## config.mk

```make
export PLATFORM = sky130hd
export DESIGN_NAME = pscfg_loader
export DESIGN_NICKNAME = d
export VERILOG_FILES = /design/src/rtl/pscfg_pkg.sv /design/src/rtl/pscfg_timer.sv /design/src/rtl/pscfg_serial.sv /design/src/rtl/pscfg_seq.sv /design/src/rtl/pscfg_loader.sv
export SDC_FILE = /design/constraint.sdc
export NUM_CORES = 1
export LEC_CHECK = 0
export BUFFER_PORTS_ARGS = -buffer_cell sky130_fd_sc_hd__buf_2
export CELL_PAD_IN_SITES_DETAIL_PLACEMENT = 1
export CELL_PAD_IN_SITES_GLOBAL_PLACEMENT = 2
export CORE_ASPECT_RATIO = 1.2
export CORE_MARGIN = 5
export CORE_UTILIZATION = 33
export CTS_CLUSTER_DIAMETER = 60
export DETAILED_ROUTE_END_ITERATION = 12
export PLACE_DENSITY = 0.84
export SYNTH_ARGS = -nofsm -noshare
export SYNTH_HDL_FRONTEND = slang
export SYNTH_SLANG_ARGS = --single-unit
```

## constraint.sdc

```tcl
create_clock -name clk -period 2.5 [get_ports clk]
set_clock_uncertainty 0.2 [all_clocks]
set_input_delay 0.125 -clock clk [delete_from_list [all_inputs] [get_ports clk]]
set_output_delay 0.125 -clock clk [all_outputs]
set_load 0.03 [all_outputs]
```

## src/rtl/pscfg_pkg.sv

```systemverilog
package pscfg_pkg;

    typedef enum logic [2:0] {
        ST_IDLE   = 3'd0,
        ST_HOLD   = 3'd1,
        ST_SETTLE = 3'd2,
        ST_POLL   = 3'd3,
        ST_STREAM = 3'd4,
        ST_CHECK  = 3'd5,
        ST_TRAIL  = 3'd6,
        ST_ABORT  = 3'd7
    } ld_state_t;

    typedef enum logic [2:0] {
        E_NONE     = 3'd0,
        E_NOSTAT   = 3'd1,
        E_TIMEOUT  = 3'd2,
        E_NODONE   = 3'd3,
        E_ABORTED  = 3'd4
    } ld_err_t;

    function automatic int bits_for(input int value);
        int n;
        n = 1;
        while ((1 << n) <= value) n++;
        return n;
    endfunction

endpackage

```

## src/rtl/pscfg_timer.sv

```systemverilog
module pscfg_timer #(
    parameter int W = 8
) (
    input  logic         clk,
    input  logic         rst_n,
    input  logic         load,
    input  logic [W-1:0] val,
    output logic         done
);

    logic [W-1:0] cnt_q;

    always_ff @(posedge clk or negedge rst_n) begin
        if (!rst_n) begin
            cnt_q <= '0;
        end else if (load) begin
            cnt_q <= val;
        end else if (cnt_q != '0) begin
            cnt_q <= cnt_q - 1'b1;
        end
    end

    assign done = (cnt_q == '0);

    AST_TIMER_STEP: assert property (@(posedge clk) disable iff (!rst_n)
        (!load && cnt_q != '0) |=> (cnt_q == $past(cnt_q) - 1'b1));

endmodule

```

## src/rtl/pscfg_serial.sv

```systemverilog
module pscfg_serial #(
    parameter int HALF_CYC     = 2,
    parameter int TRAIL_PULSES = 12
) (
    input  logic       clk,
    input  logic       rst_n,
    input  logic       load_byte,
    input  logic [7:0] byte_in,
    input  logic       load_trail,
    input  logic       flush,
    output logic       sclk,
    output logic       sdata,
    output logic       idle
);
    import pscfg_pkg::*;

    localparam int HW     = bits_for(HALF_CYC);
    localparam int PMAX   = (TRAIL_PULSES > 8) ? TRAIL_PULSES : 8;
    localparam int PW     = bits_for(PMAX);

    logic          active_q;
    logic          trail_q;
    logic          second_q;
    logic [HW-1:0] half_q;
    logic [PW-1:0] left_q;
    logic [7:0]    sh_q;

    always_ff @(posedge clk or negedge rst_n) begin
        if (!rst_n) begin
            active_q <= 1'b0;
            trail_q  <= 1'b0;
            second_q <= 1'b0;
            half_q   <= '0;
            left_q   <= '0;
            sh_q     <= '0;
        end else if (flush) begin
            active_q <= 1'b0;
            trail_q  <= 1'b0;
            second_q <= 1'b0;
            sh_q     <= '0;
        end else if (load_byte) begin
            active_q <= 1'b1;
            trail_q  <= 1'b0;
            second_q <= 1'b0;
            half_q   <= HW'(HALF_CYC - 1);
            left_q   <= PW'(7);
            sh_q     <= byte_in;
        end else if (load_trail) begin
            active_q <= 1'b1;
            trail_q  <= 1'b1;
            second_q <= 1'b0;
            half_q   <= HW'(HALF_CYC - 1);
            left_q   <= PW'(TRAIL_PULSES - 1);
            sh_q     <= '0;
        end else if (active_q) begin
            if (half_q != '0) begin
                half_q <= half_q - 1'b1;
            end else begin
                half_q <= HW'(HALF_CYC - 1);
                if (!second_q) begin
                    second_q <= 1'b1;
                end else begin
                    second_q <= 1'b0;
                    if (left_q == '0) begin
                        active_q <= 1'b0;
                        sh_q     <= '0;
                    end else begin
                        left_q <= left_q - 1'b1;
                        sh_q   <= {1'b0, sh_q[7:1]};
                    end
                end
            end
        end
    end

    // byte pulses: low phase then high phase; trailing pulses: high then low
    assign sclk  = active_q && (trail_q ? !second_q : second_q);
    assign sdata = active_q && !trail_q && sh_q[0];
    assign idle  = !active_q;

    AST_DATA_STABLE_HIGH: assert property (@(posedge clk) disable iff (!rst_n)
        (sclk && $past(sclk)) |-> $stable(sdata));
    AST_LOAD_WHEN_EMPTY: assert property (@(posedge clk) disable iff (!rst_n)
        (load_byte || load_trail) |-> idle);

endmodule

```

## src/rtl/pscfg_seq.sv

```systemverilog
module pscfg_seq #(
    parameter int HOLD_CYC     = 250,
    parameter int SETTLE_CYC   = 250,
    parameter int TIMEOUT_CYC  = 1000,
    parameter int CNT_W        = 16,
    parameter int TW           = 16
) (
    input  logic             clk,
    input  logic             rst_n,
    input  logic             start,
    input  logic [CNT_W-1:0] byte_count,
    input  logic             abort_req,
    input  logic             s_valid,
    output logic             s_ready,
    input  logic             status_n,
    input  logic             conf_done,
    input  logic             tmr_done,
    output logic             tmr_load,
    output logic [TW-1:0]    tmr_val,
    input  logic             eng_idle,
    output logic             eng_load_byte,
    output logic             eng_load_trail,
    output logic             eng_flush,
    output logic             cfg_n,
    output logic             busy,
    output logic             ok,
    output logic [2:0]       err_code
);
    import pscfg_pkg::*;

    ld_state_t        state_q, state_d;
    ld_err_t          err_q, err_d;
    logic             ok_q, ok_d;
    logic [CNT_W-1:0] rem_q, rem_d;
    logic             accept;

    // state register process
    always_ff @(posedge clk or negedge rst_n) begin
        if (!rst_n) begin
            state_q <= ST_IDLE;
            err_q   <= E_NONE;
            ok_q    <= 1'b0;
            rem_q   <= '0;
        end else begin
            state_q <= state_d;
            err_q   <= err_d;
            ok_q    <= ok_d;
            rem_q   <= rem_d;
        end
    end

    // next state, timer and shifter control
    always_comb begin
        state_d        = state_q;
        err_d          = err_q;
        ok_d           = ok_q;
        rem_d          = rem_q;
        tmr_load       = 1'b0;
        tmr_val        = '0;
        eng_load_trail = 1'b0;
        eng_flush      = 1'b0;

        unique case (state_q)
            ST_IDLE: begin
                if (start) begin
                    state_d  = ST_HOLD;
                    err_d    = E_NONE;
                    ok_d     = 1'b0;
                    rem_d    = byte_count;
                    tmr_load = 1'b1;
                    tmr_val  = TW'(HOLD_CYC - 1);
                end
            end
            ST_HOLD: begin
                if (tmr_done) begin
                    if (!status_n) begin
                        state_d  = ST_SETTLE;
                        tmr_load = 1'b1;
                        tmr_val  = TW'(SETTLE_CYC - 1);
                    end else begin
                        state_d = ST_ABORT;
                        err_d   = E_NOSTAT;
                    end
                end
            end
            ST_SETTLE: begin
                if (tmr_done) begin
                    state_d  = ST_POLL;
                    tmr_load = 1'b1;
                    tmr_val  = TW'(TIMEOUT_CYC - 1);
                end
            end
            ST_POLL: begin
                if (status_n) begin
                    state_d = (rem_q == '0) ? ST_CHECK : ST_STREAM;
                end else if (tmr_done) begin
                    state_d = ST_ABORT;
                    err_d   = E_TIMEOUT;
                end
            end
            ST_STREAM: begin
                if (accept) begin
                    rem_d = rem_q - 1'b1;
                end
                if (rem_q == '0 && eng_idle) begin
                    state_d = ST_CHECK;
                end
            end
            ST_CHECK: begin
                if (conf_done) begin
                    state_d        = ST_TRAIL;
                    eng_load_trail = 1'b1;
                end else begin
                    state_d = ST_ABORT;
                    err_d   = E_NODONE;
                end
            end
            ST_TRAIL: begin
                if (eng_idle) begin
                    state_d = ST_IDLE;
                    ok_d    = 1'b1;
                end
            end
            ST_ABORT: begin
                state_d = ST_IDLE;
            end
            default: begin
                state_d = ST_IDLE;
            end
        endcase

        if (abort_req && state_q != ST_IDLE && state_q != ST_ABORT) begin
            state_d        = ST_ABORT;
            err_d          = E_ABORTED;
            ok_d           = 1'b0;
            eng_load_trail = 1'b0;
        end
        if (state_d == ST_ABORT && state_q != ST_ABORT) begin
            eng_flush = 1'b1;
        end
    end

    // output process
    always_comb begin
        cfg_n         = (state_q != ST_HOLD);
        busy          = (state_q != ST_IDLE);
        s_ready       = (state_q == ST_STREAM) && eng_idle && (rem_q != '0);
        accept        = s_ready && s_valid;
        eng_load_byte = accept && !eng_flush;
        ok            = ok_q;
        err_code      = err_q;
    end

    AST_START_IGNORED_BUSY: assert property (@(posedge clk) disable iff (!rst_n)
        (state_q == ST_STREAM && start && !abort_req) |=> (state_q != ST_HOLD));
    AST_COUNT_NOT_UNDERFLOW: assert property (@(posedge clk) disable iff (!rst_n)
        (state_q == ST_STREAM && rem_q == '0) |=> (rem_q == '0));

endmodule

```

## src/rtl/pscfg_loader.sv

```systemverilog
module pscfg_loader #(
    parameter int HOLD_CYC     = 250,
    parameter int SETTLE_CYC   = 250,
    parameter int TIMEOUT_CYC  = 12_500_000,
    parameter int HALF_CYC     = 2,
    parameter int TRAIL_PULSES = 12,
    parameter int CNT_W        = 16
) (
    input  logic             clk,
    input  logic             rst_n,
    input  logic             start,
    input  logic [CNT_W-1:0] byte_count,
    input  logic             abort_req,
    input  logic             s_valid,
    input  logic [7:0]       s_data,
    output logic             s_ready,
    output logic             cfg_n,
    output logic             sclk,
    output logic             sdata,
    input  logic             status_n,
    input  logic             conf_done,
    output logic             busy,
    output logic             ok,
    output logic [2:0]       err_code
);
    import pscfg_pkg::*;

    localparam int TMAX_A = (HOLD_CYC > SETTLE_CYC) ? HOLD_CYC : SETTLE_CYC;
    localparam int TMAX   = (TMAX_A > TIMEOUT_CYC) ? TMAX_A : TIMEOUT_CYC;
    localparam int TW     = bits_for(TMAX);

    logic          tmr_load, tmr_done;
    logic [TW-1:0] tmr_val;
    logic          eng_idle, eng_load_byte, eng_load_trail, eng_flush;

    pscfg_timer #(.W(TW)) u_timer (
        .clk   (clk),
        .rst_n (rst_n),
        .load  (tmr_load),
        .val   (tmr_val),
        .done  (tmr_done)
    );

    pscfg_serial #(
        .HALF_CYC     (HALF_CYC),
        .TRAIL_PULSES (TRAIL_PULSES)
    ) u_serial (
        .clk        (clk),
        .rst_n      (rst_n),
        .load_byte  (eng_load_byte),
        .byte_in    (s_data),
        .load_trail (eng_load_trail),
        .flush      (eng_flush),
        .sclk       (sclk),
        .sdata      (sdata),
        .idle       (eng_idle)
    );

    pscfg_seq #(
        .HOLD_CYC    (HOLD_CYC),
        .SETTLE_CYC  (SETTLE_CYC),
        .TIMEOUT_CYC (TIMEOUT_CYC),
        .CNT_W       (CNT_W),
        .TW          (TW)
    ) u_seq (
        .clk            (clk),
        .rst_n          (rst_n),
        .start          (start),
        .byte_count     (byte_count),
        .abort_req      (abort_req),
        .s_valid        (s_valid),
        .s_ready        (s_ready),
        .status_n       (status_n),
        .conf_done      (conf_done),
        .tmr_done       (tmr_done),
        .tmr_load       (tmr_load),
        .tmr_val        (tmr_val),
        .eng_idle       (eng_idle),
        .eng_load_byte  (eng_load_byte),
        .eng_load_trail (eng_load_trail),
        .eng_flush      (eng_flush),
        .cfg_n          (cfg_n),
        .busy           (busy),
        .ok             (ok),
        .err_code       (err_code)
    );

    AST_IDLE_LINES: assert property (@(posedge clk) disable iff (!rst_n)
        !busy |-> (!sclk && cfg_n));
    AST_OK_NO_ERR: assert property (@(posedge clk) disable iff (!rst_n)
        ok |-> (err_code == 3'd0));
    AST_ERR_HELD_IDLE: assert property (@(posedge clk) disable iff (!rst_n)
        (!busy && $past(!busy) && !$past(start)) |-> ($stable(err_code) && $stable(ok)));
    AST_READY_STREAM_ONLY: assert property (@(posedge clk) disable iff (!rst_n)
        s_ready |-> (busy && cfg_n));

endmodule

```

Yosys cells after proc, flatten, opt, wreduce, memory -nomap -nowiden --
Index checks and enable logic that the tools add are counted.
Storage, ports and cells: input port bits 31, word-level logic and storage cells 154, output and inout bits 9, bits in registers 64
Cells by class: equality and inequality tests 22, bitwise operators 1, mux-type cells 77, reduce and logical (&&, ||, !) cells 39, $add $sub $neg 4
Operator list (count):
- $mux W24 | 4
- $pmux W24 S3 | 1
- $mux W8 | 8
- $mux W3 | 16
- $mux W16 | 2
- $pmux W16 S2 | 1
- $mux W1 | 30
- $logic_not A24 Y1 | 1
- $mux W4 | 6
- $pmux W3 S8 | 1
- $reduce_bool A24 Y1 | 1
- $sub A24 B1 Y24 const B | 1
- $ne A3 B2 Y1 const B | 7
- $logic_not A16 Y1 | 1
- $reduce_bool A16 Y1 | 1
- $sub A16 B1 Y16 const B | 1
- $eq A3 B3 Y1 const B | 5
- $reduce_bool A3 Y1 | 5
- $pmux W3 S4 | 1
- $logic_and A1 B1 Y1 | 11
- $ne A3 B3 Y1 const B | 3
- $reduce_and A3 Y1 | 3
- $mux W2 | 4
- $reduce_bool A4 Y1 | 2
- other kinds (20) | 27

Longest topological paths before layout --
Gate-level depths: netlist (run 1).
word-level depth 12, mapped depth 10, depth with buffers taken out 8

Cells and area by module --
A second synthesis (run 1) with hierarchy kept.
Second synthesis, totals: cell total of the unflattened synthesis 479, area, all modules 4349.2 µm²
By module, submodules not included:
- pscfg_seq | instances 1, cells each 239, area an instance 1954.4 µm²
- pscfg_timer | instances 1, cells each 156, area an instance 1485.2 µm²
- pscfg_serial | instances 1, cells each 84, area an instance 909.6 µm²

Worst setup path before layout (run 1) --
Ideal clock, no wire load.
path kind register to register, start register u_timer.cnt_q[0], end register u_seq.err_q[0] (netlist: u_seq.err_code[0]), period minus slack after synthesis 2448 ps, setup time 125 ps, buffers on the path 1, data arrival time 2123 ps, stages on the path, launching flop included 10, setup slack 52 ps, path through dfrtp_1 > inv_1 > ha_1 > nor4b_2 > and4_1 > buf_4 > a41o_1 > o21ai_0 > a21oi_1 > mux2_2
On the way: cells in the longest elaborated chain, start to end 3, elaborated cells between the ends (all ways) 4
Ends and longest elaborated chain:
- start: declaration | RTL line pscfg_timer.sv:11 | logic [W-1:0] cnt_q;
- start signal: assignment | RTL line pscfg_timer.sv:17 | cnt_q <= val;
- start signal: assignment | RTL line pscfg_timer.sv:19 | cnt_q <= cnt_q - 1'b1;
- $logic_not A24 Y1 (*) | RTL line pscfg_timer.sv:23 | assign done = (cnt_q == '0);
- $ne A3 B2 Y1 (no source line)
- $reduce_and A7 Y1 (no source line) (*)
- end signal: assignment | RTL line pscfg_seq.sv:46 | err_q <= err_d;
- end: declaration | RTL line pscfg_seq.sv:32 | ld_err_t err_q, err_d;
Mark *: on every way between the ends. The rest lies on a longest branch, timed or not. A chain may end at the register's enable or synchronous reset.

Final worst setup path (run 1) --
start register u_timer.cnt_q[0], end register u_timer.cnt_q[22]
On the way: cells in the longest elaborated chain, start to end 4, elaborated cells between the ends (all ways) 9
Ends and longest elaborated chain:
- branches (longest 4 deep; another with $sub A24 B1 Y24)
Parallel ways; which one is timed is not known. The select of a mux whose other input is x is not followed.

==> results of run 1 <==
## area by class of cell
type | instances | share of cell area [%]
Clock inverter | 5 | 1.88
Sequential cell | 64 | 29.3
Clock buffer | 11 | 4.63
Inverter | 14 | 0.963
Tap cell | 157 | 3.60
Multi-Input combinational cell | 327 | 41.0
Timing Repair Buffer | 131 | 18.6
## worst max-delay path by stage
stage                                              from                        endpoint  cells after the start
after global placement    u_timer.cnt_q[17]$_DFFE_PN0P_   u_seq.err_code[0]$_DFFE_PN0P_                      7
after floorplan            u_timer.cnt_q[0]$_DFFE_PN0P_   u_seq.err_code[0]$_DFFE_PN0P_                      9
final                      u_timer.cnt_q[0]$_DFFE_PN0P_   u_timer.cnt_q[22]$_DFFE_PN0P_                     10
after global routing       u_timer.cnt_q[1]$_DFFE_PN0P_    u_timer.cnt_q[8]$_DFFE_PN0P_                     10
after CTS                    u_seq.rem_q[0]$_DFFE_PN0P_      u_seq.rem_q[0]$_DFFE_PN0P_                      9
after detailed placement   u_timer.cnt_q[0]$_DFFE_PN0P_  u_serial.left_q[1]$_DFFE_PN0P_                     10
## repair_timing
action / in CTS / in global routing
hold buffers: 26 / 0
setup endpoints to repair: 15 / 36
pin swaps: 4 / 12
setup buffers: 1 / 8
hold endpoints to repair: 50 / 0
gates resized for setup: 5 / 30
## through the flow
step           area (um^2)  TNS (ns)  cells  total power, W  utilization (%)
2_1_floorplan         3830         0    425         0.00339                -
3_3_place_gp          4600   -0.0237    658         0.00427             40.2
3_5_place_dp          4600    -0.386    658         0.00441             40.2
4_1_cts               5270         0    701         0.00608             46.0
5_1_grt               5460    -0.126    709         0.00667             47.6
6_report              5460         0    709         0.00627             47.6
## layout by cell type (no fill, tap or decap), types with 4 or more instances in the layout
| cell type | instances |
|---|---|
| nand4_1 | 5 |
| a22oi_1 | 6 |
| xnor2_1 | 17 |
| nand3_1 | 13 |
| a222oi_1 | 7 |
| and3_1 | 6 |
| clkbuf_16 | 9 |
| nor2b_1 | 4 |
| buf_4 | 59 |
| dfrtp_1 | 64 |
| nand2b_1 | 4 |
| a31oi_1 | 5 |
| nor3_1 | 25 |
| a21oi_1 | 32 |
| buf_2 | 39 |
| nand2_1 | 23 |
| inv_1 | 12 |
| o21ai_0 | 28 |
| dlygate4sd3_1 | 26 |
| o2bb2ai_1 | 5 |
| nor4_1 | 9 |
| a21o_1 | 4 |
| xor2_1 | 4 |
| buf_12 | 4 |
| nor2_1 | 47 |
| nor3b_1 | 4 |
| or3_1 | 4 |
## metal layers
layer | track usage (%) | vias to the layer above | part of all wire, %
met2 | 33.8 | 53 | 54
li1 | - | 1818 | -
met1 | 21.2 | 1925 | 41
met3 | 3.07 | 24 | 2.6
met4 | 7.36 | 0 | 2.4
met5 | 0 | - | 0
## worst register-to-register path, cell delays in order, from the launching register on
cell	delay, ns
dfrtp_1	0.40
inv_2	0.10
ha_4	0.14
nor4b_4	0.25
and4_4	0.30
buf_6	0.12
buf_4	0.11
a31oi_1	0.15
a211oi_4	0.31
buf_4	0.20
a21oi_1	0.05
## sequential cells by signal (all words and copies together) (netlist names)
name / count
u_seq.err_code: 3
u_seq.ok: 1
u_seq.rem_q: 16
u_seq.state_q: 3
u_serial.active_q: 1
u_serial.half_q: 2
u_serial.left_q: 4
u_serial.second_q: 1
u_serial.sh_q: 8
u_serial.trail_q: 1
u_timer.cnt_q: 24
## power groups by stage
stage | clock network, W | registers (W) | logic (W)
floorplan | 0 | 0.00173 | 0.00166
global placement | 0 | 0.00177 | 0.00250
detailed placement | 0 | 0.00179 | 0.00262
CTS | 0.00155 | 0.00180 | 0.00274
global route | 0.00159 | 0.00187 | 0.00320
finish | 0.00152 | 0.00183 | 0.00292
## cell families (layout without fill, tap and decap cells)
| logic type | after synthesis | in the layout | share of synthesized area (%) |
|---|---|---|---|
| compound gates | 120 | 120 | 21.1 |
| xor+xnor | 21 | 21 | 4.80 |
| fa+ha+maj | 5 | 5 | 1.57 |
| buf+inv | 34 | 161 | 3.72 |
| flops | 64 | 64 | 41.8 |
| mux | 3 | 3 | 0.848 |
| simple gates | 178 | 178 | 26.2 |
==> results.toml, run 1 <==
[floorplanning]
io_pins = 40
die_h_um = 128
initial_utilization_pct = 33.5
die-area_um2 = 13900
core_um2 = 11500
row_count = 43
die_w_um = 108

[grt]
grt_pass1_wl_mm = 20.3
grt_max_degree = 40
grt_pass1_vias = 4110
track_usage_pct = 18.5
overflow = 0
antenna_found_initial = 0

[clock_network]
numCtsBuffers = 9
cts_tree = "done"
cts_root_buffer = "clkbuf_16"
cts.htree.levels = 3
clk-insertion-delay-late_ns = 0.34
clkTransAtPathRegs_ns = 0.06
cts_buffer_depth = 2
clkSinkCount = 64

[yosys]
seq_area_frac_synth_pct = 41.8
syn_nets = 460
yosys.area.top_type = "dfrtp_1"
synthArstFlopShare_pct = 100
synth_flop_cell = "dfrtp_1"
post-synth-top-area-fraction_pct = 41.8
synth_edf_count = 0
synthCells = 425
ys_seq_elements = 64
synth_cell_type_count = 72
ys_warn_count = 0
synthTopCellsByArea = "dfrtp_1, nor2_1, a21oi_1"
syn-cell-area_um2 = 3830
yosysMostFrequentCell = "dfrtp_1"
synthTopCellsByCount = "dfrtp_1, nor2_1, a21oi_1"
syn_area_per_cell_um2 = 9.02

[final_layout]
nets = 582
fill_cells = 1311
multi_input_area_um2 = 2240
area_growth_syn_to_layout_pct = 42.3
drive_gt1_share_pct = 28.8
seq_area_um2 = 1600
n_antenna_cell = 0

[min_path]
hold-path-endpoint = "u_seq.ok$_DFFE_PN0P_"
min_from = "start"
hold_path.class = "in2reg"
hold_path_depth = 3

[worst_setup_path]
cp_max_fo = 5
worst_setup_path_start_kind = "flop"
path_buf_inv = 4
crit_type = "reg2reg"
crit_slowest_cell = "dfrtp_1"
r2r-end = "u_timer.cnt_q[22]$_DFFE_PN0P_"
crit_family = "simple AND/OR/NAND/NOR gates"
cp.arrival_ns = 2.46
slowest_delay_ns = 0.40
crit_top_cell = "buf_4"
r2r_start = "u_timer.cnt_q[0]$_DFFE_PN0P_"
path_cells = "inv_2, ha_4, nor4b_4, and4_4, buf_6, buf_4, a31oi_1, a211oi_4, buf_4, a21oi_1"
regToRegSetupSlack_ns = 0.05
critPathRequiredTime_ns = 2.51
endpoint_kind = "flop"
r2r_cells = 10

[pwr]
net-switching-power_w = 0.00249
combPwrFrac_pct = 46.6
p_leak_nw = 2.35
p_clk_share_pct = 24.2
p_seq_share_pct = 29.2
pwr_density_cell_nw_per_um2 = 1150
p_int_w = 0.00378
swShare_pct = 39.8
ir_drop_v = 0.000442

[drt]
wl_per_cell_um = 17.6
drt_wl_total_mm = 12.5
routed_via_density = 5.39
antenna_left = 0
drcViolationCount = 0
vias = 3820
firstDrtPassIters = 6
drt_iter0_markers = 156

[timing]
hold_viol = 0
slew_headroom_pct = 55.4
fin_ws_ns = 0.0490
slew_viol_final = 0
setup_viol = 0
period_share_pct = 98.0
hold_ws_ns = 0.0639
rsz0062_at_grt = "yes"
layout_min_cycle_time_ns = 2.45
max_clock_freq_ghz = 0.408
worst_pin_slew_ns = 0.669

[placement]
dp_slack_ns = -0.0810
dpl.hpwl_mm = 8.76
port_buffers = 39
routabilityCongestion = 0.802

[run]
max-cap-violations = 0

[outcome]
status = "finished, final reports clean"
No activity file was read; power rests on OpenSTA's default activity.
==> run 2: changes to the inputs <==
Settings changed: CORE_UTILIZATION 33 to 34, CTS_BUF_LIST from default to sky130_fd_sc_hd__clkbuf_8, PLACE_DENSITY 0.84 to 0.86, RECOVER_POWER from default to 100.
==> results.toml, run 2 (synthesis results as in run 1) <==
[timing]
rsz0062_at_grt = "no"
max_clock_freq_ghz = 0.414
hold_viol = 0
slew_viol_final = 0
period_share_pct = 96.6
setup_viol = 0
slew_headroom_pct = 34.1
worst_pin_slew_ns = 0.989
layout_min_cycle_time_ns = 2.42
hold_ws_ns = 0.0405
fin_setup_tns_ns = 0

[drt]
firstDrtPassIters = 4
vias = 3796
routed_via_density = 5.56
wl_per_cell_um = 17.3
drt_iter0_markers = 155
drcViolationCount = 0
drt_wl_total_mm = 11.8
antenna_left = 0

[run]
max-cap-violations = 0

[clock_network]
clk-insertion-delay-late_ns = 0.36
clkSinkCount = 64
cts_root_buffer = "clkbuf_8"
cts_tree = "done"
cts.htree.levels = 3
clkTransAtPathRegs_ns = 0.08
numCtsBuffers = 9
cts_buffer_depth = 2

[worst_setup_path]
worst_setup_path_start_kind = "flop"
critPathRequiredTime_ns = 2.55
crit_top_cell = "buf_4"
crit_type = "reg2reg"
endpoint_kind = "flop"
slowest_delay_ns = 0.43
path_cells = "nor4_4, buf_4, and3_2, a41oi_1, a31oi_4, buf_4, a21oi_1, o22a_1"
cp_max_fo = 7
crit_slowest_cell = "dfrtp_1"
cp.arrival_ns = 2.47

[final_layout]
reg.largest.list = "u_timer.cnt_q x24, u_seq.rem_q x16, u_serial.sh_q x8"
n_antenna_cell = 0
fin_area_um2 = 5150
drive_gt1_share_pct = 26.0
area_growth_syn_to_layout_pct = 34.4
final_common_cell = "dfrtp_1"
layout_common_cells = "dfrtp_1, buf_4, nor2_1"
largest_register_ffs = 24
regMostFlops = "u_timer.cnt_q"
nets = 581

[pwr]
power_w = 0.00556
p_leak_nw = 2.22
p_seq_share_pct = 32.8
p_clk_share_pct = 19.6
combPwrFrac_pct = 47.6
swShare_pct = 41.7
p_int_w = 0.00324
net-switching-power_w = 0.00232
pwr_density_cell_nw_per_um2 = 1080
ir_drop_v = 0.000572

[grt]
track_usage_pct = 18.6
overflow = 0
grt_max_degree = 36
met2_usage_pct = 33.3
grt_pass1_wl_mm = 20.1
grt.met3_usage_pct = 4.22
grt_pass1_vias = 4091
grt.met1_usage_pct = 21.6
antenna_found_initial = 0
busiest_layer = "met2"

[floorplanning]
die-area_um2 = 13500
io_pins = 40
core_um2 = 11000
initial_utilization_pct = 34.8
die_h_um = 126
row_count = 42
die_w_um = 107

[outcome]
status = "finished, final reports clean"

[placement]
dpl.hpwl_mm = 8.70
port_buffers = 39
routabilityCongestion = 0.856
place_area_um2 = 4570

[min_path]
hold_path.class = "in2reg"
==> run 2: changes by cell type in the layout (fill, tap and decap cells not counted), moves of 3 or more <==
cell       before  now
buf_12          4    1
buf_2          39   32
buf_4          59   51
clkbuf_1        0   11
clkbuf_16       9    0
clkbuf_2        0    5
clkbuf_8        2    9
o21ai_0        28   32
o21ai_1         3    0
==> run 2: final cells by class <==
| class | instances | area (um^2) |
|---|---|---|
| fillers | 1284 | 5880 |
| well taps | 132 | 165 |
| multi-input cells | 327 | 2170 |
| repair buffers | 130 | 930 |
| clock inverters | 7 | 111 |
| inverters | 14 | 52.6 |
| clock buffers | 9 | 124 |
| flip-flops and latches | 64 | 1600 |
==> run 2: power groups by stage <==
| stage | clock, W | combinational, W | sequential [W] |
|---|---|---|---|
| floorplan | 0 | 0.00166 | 0.00173 |
| finish | 0.00109 | 0.00265 | 0.00182 |
| detailed placement | 0 | 0.00256 | 0.00179 |
| global route | 0.00117 | 0.00294 | 0.00188 |
| global placement | 0 | 0.00246 | 0.00177 |
| CTS | 0.00113 | 0.00264 | 0.00179 |
==> run 2: timing repair <==
action | CTS | global route
pin swaps | 0 | 5
endpoints found under the setup margin | 16 | 23
hold buffers | 27 | 0
resized for setup | 8 | 18
buffers inserted | 1 | 3
endpoints found under the hold margin | 91 | 0
==> run 2: worst max-delay path, delay by kind of cell (launching register included) <==
kind,cells,cell delay (ns)
AO/OA/AOI/OAI,4,0.67
AND/OR/NAND/NOR,2,0.62
flip-flops,1,0.43
buffers and inverters,2,0.38
==> run 2: worst paths after layout <==
path | to | cells after the start | startpoint | slack [ns]
max | u_serial.half_q[0]$_DFFE_PN0P_ | 8 | u_timer.cnt_q[11]$_DFFE_PN0P_ | 0.08
min | u_seq.ok$_DFFE_PN0P_ | 3 | start | 0.04
max reg2reg | u_serial.half_q[0]$_DFFE_PN0P_ | 8 | u_timer.cnt_q[11]$_DFFE_PN0P_ | 0.08
min reg2reg | u_serial.half_q[1]$_DFFE_PN0P_ | 1 | u_serial.half_q[1]$_DFFE_PN0P_ | 0.31
max in group asynchronous | u_seq.state_q[0]$_DFF_PN0_ | 3 | rst_n | 0.65
min in group asynchronous | u_timer.cnt_q[7]$_DFFE_PN0P_ | 2 | rst_n | 0.25
==> run 2: through the flow <==
| stage | worst slack, ns | util [%] | std cells |
|---|---|---|---|
| after floorplan | 0.0519 | - | 425 |
| after global placement | -0.0264 | 41.4 | 636 |
| after detailed placement | -0.0866 | 41.4 | 636 |
| after CTS | 0.00194 | 46.3 | 680 |
| after global routing | 0.00260 | 46.7 | 683 |
| final | 0.0844 | 46.7 | 683 |
==> run 2: per-layer routing <==
metal | wire length (um) | up-vias
met1 | 4990 | 1903
met4 | 205 | 0
met5 | 0 | -
met2 | 6280 | 58
li1 | - | 1813
met3 | 348 | 22
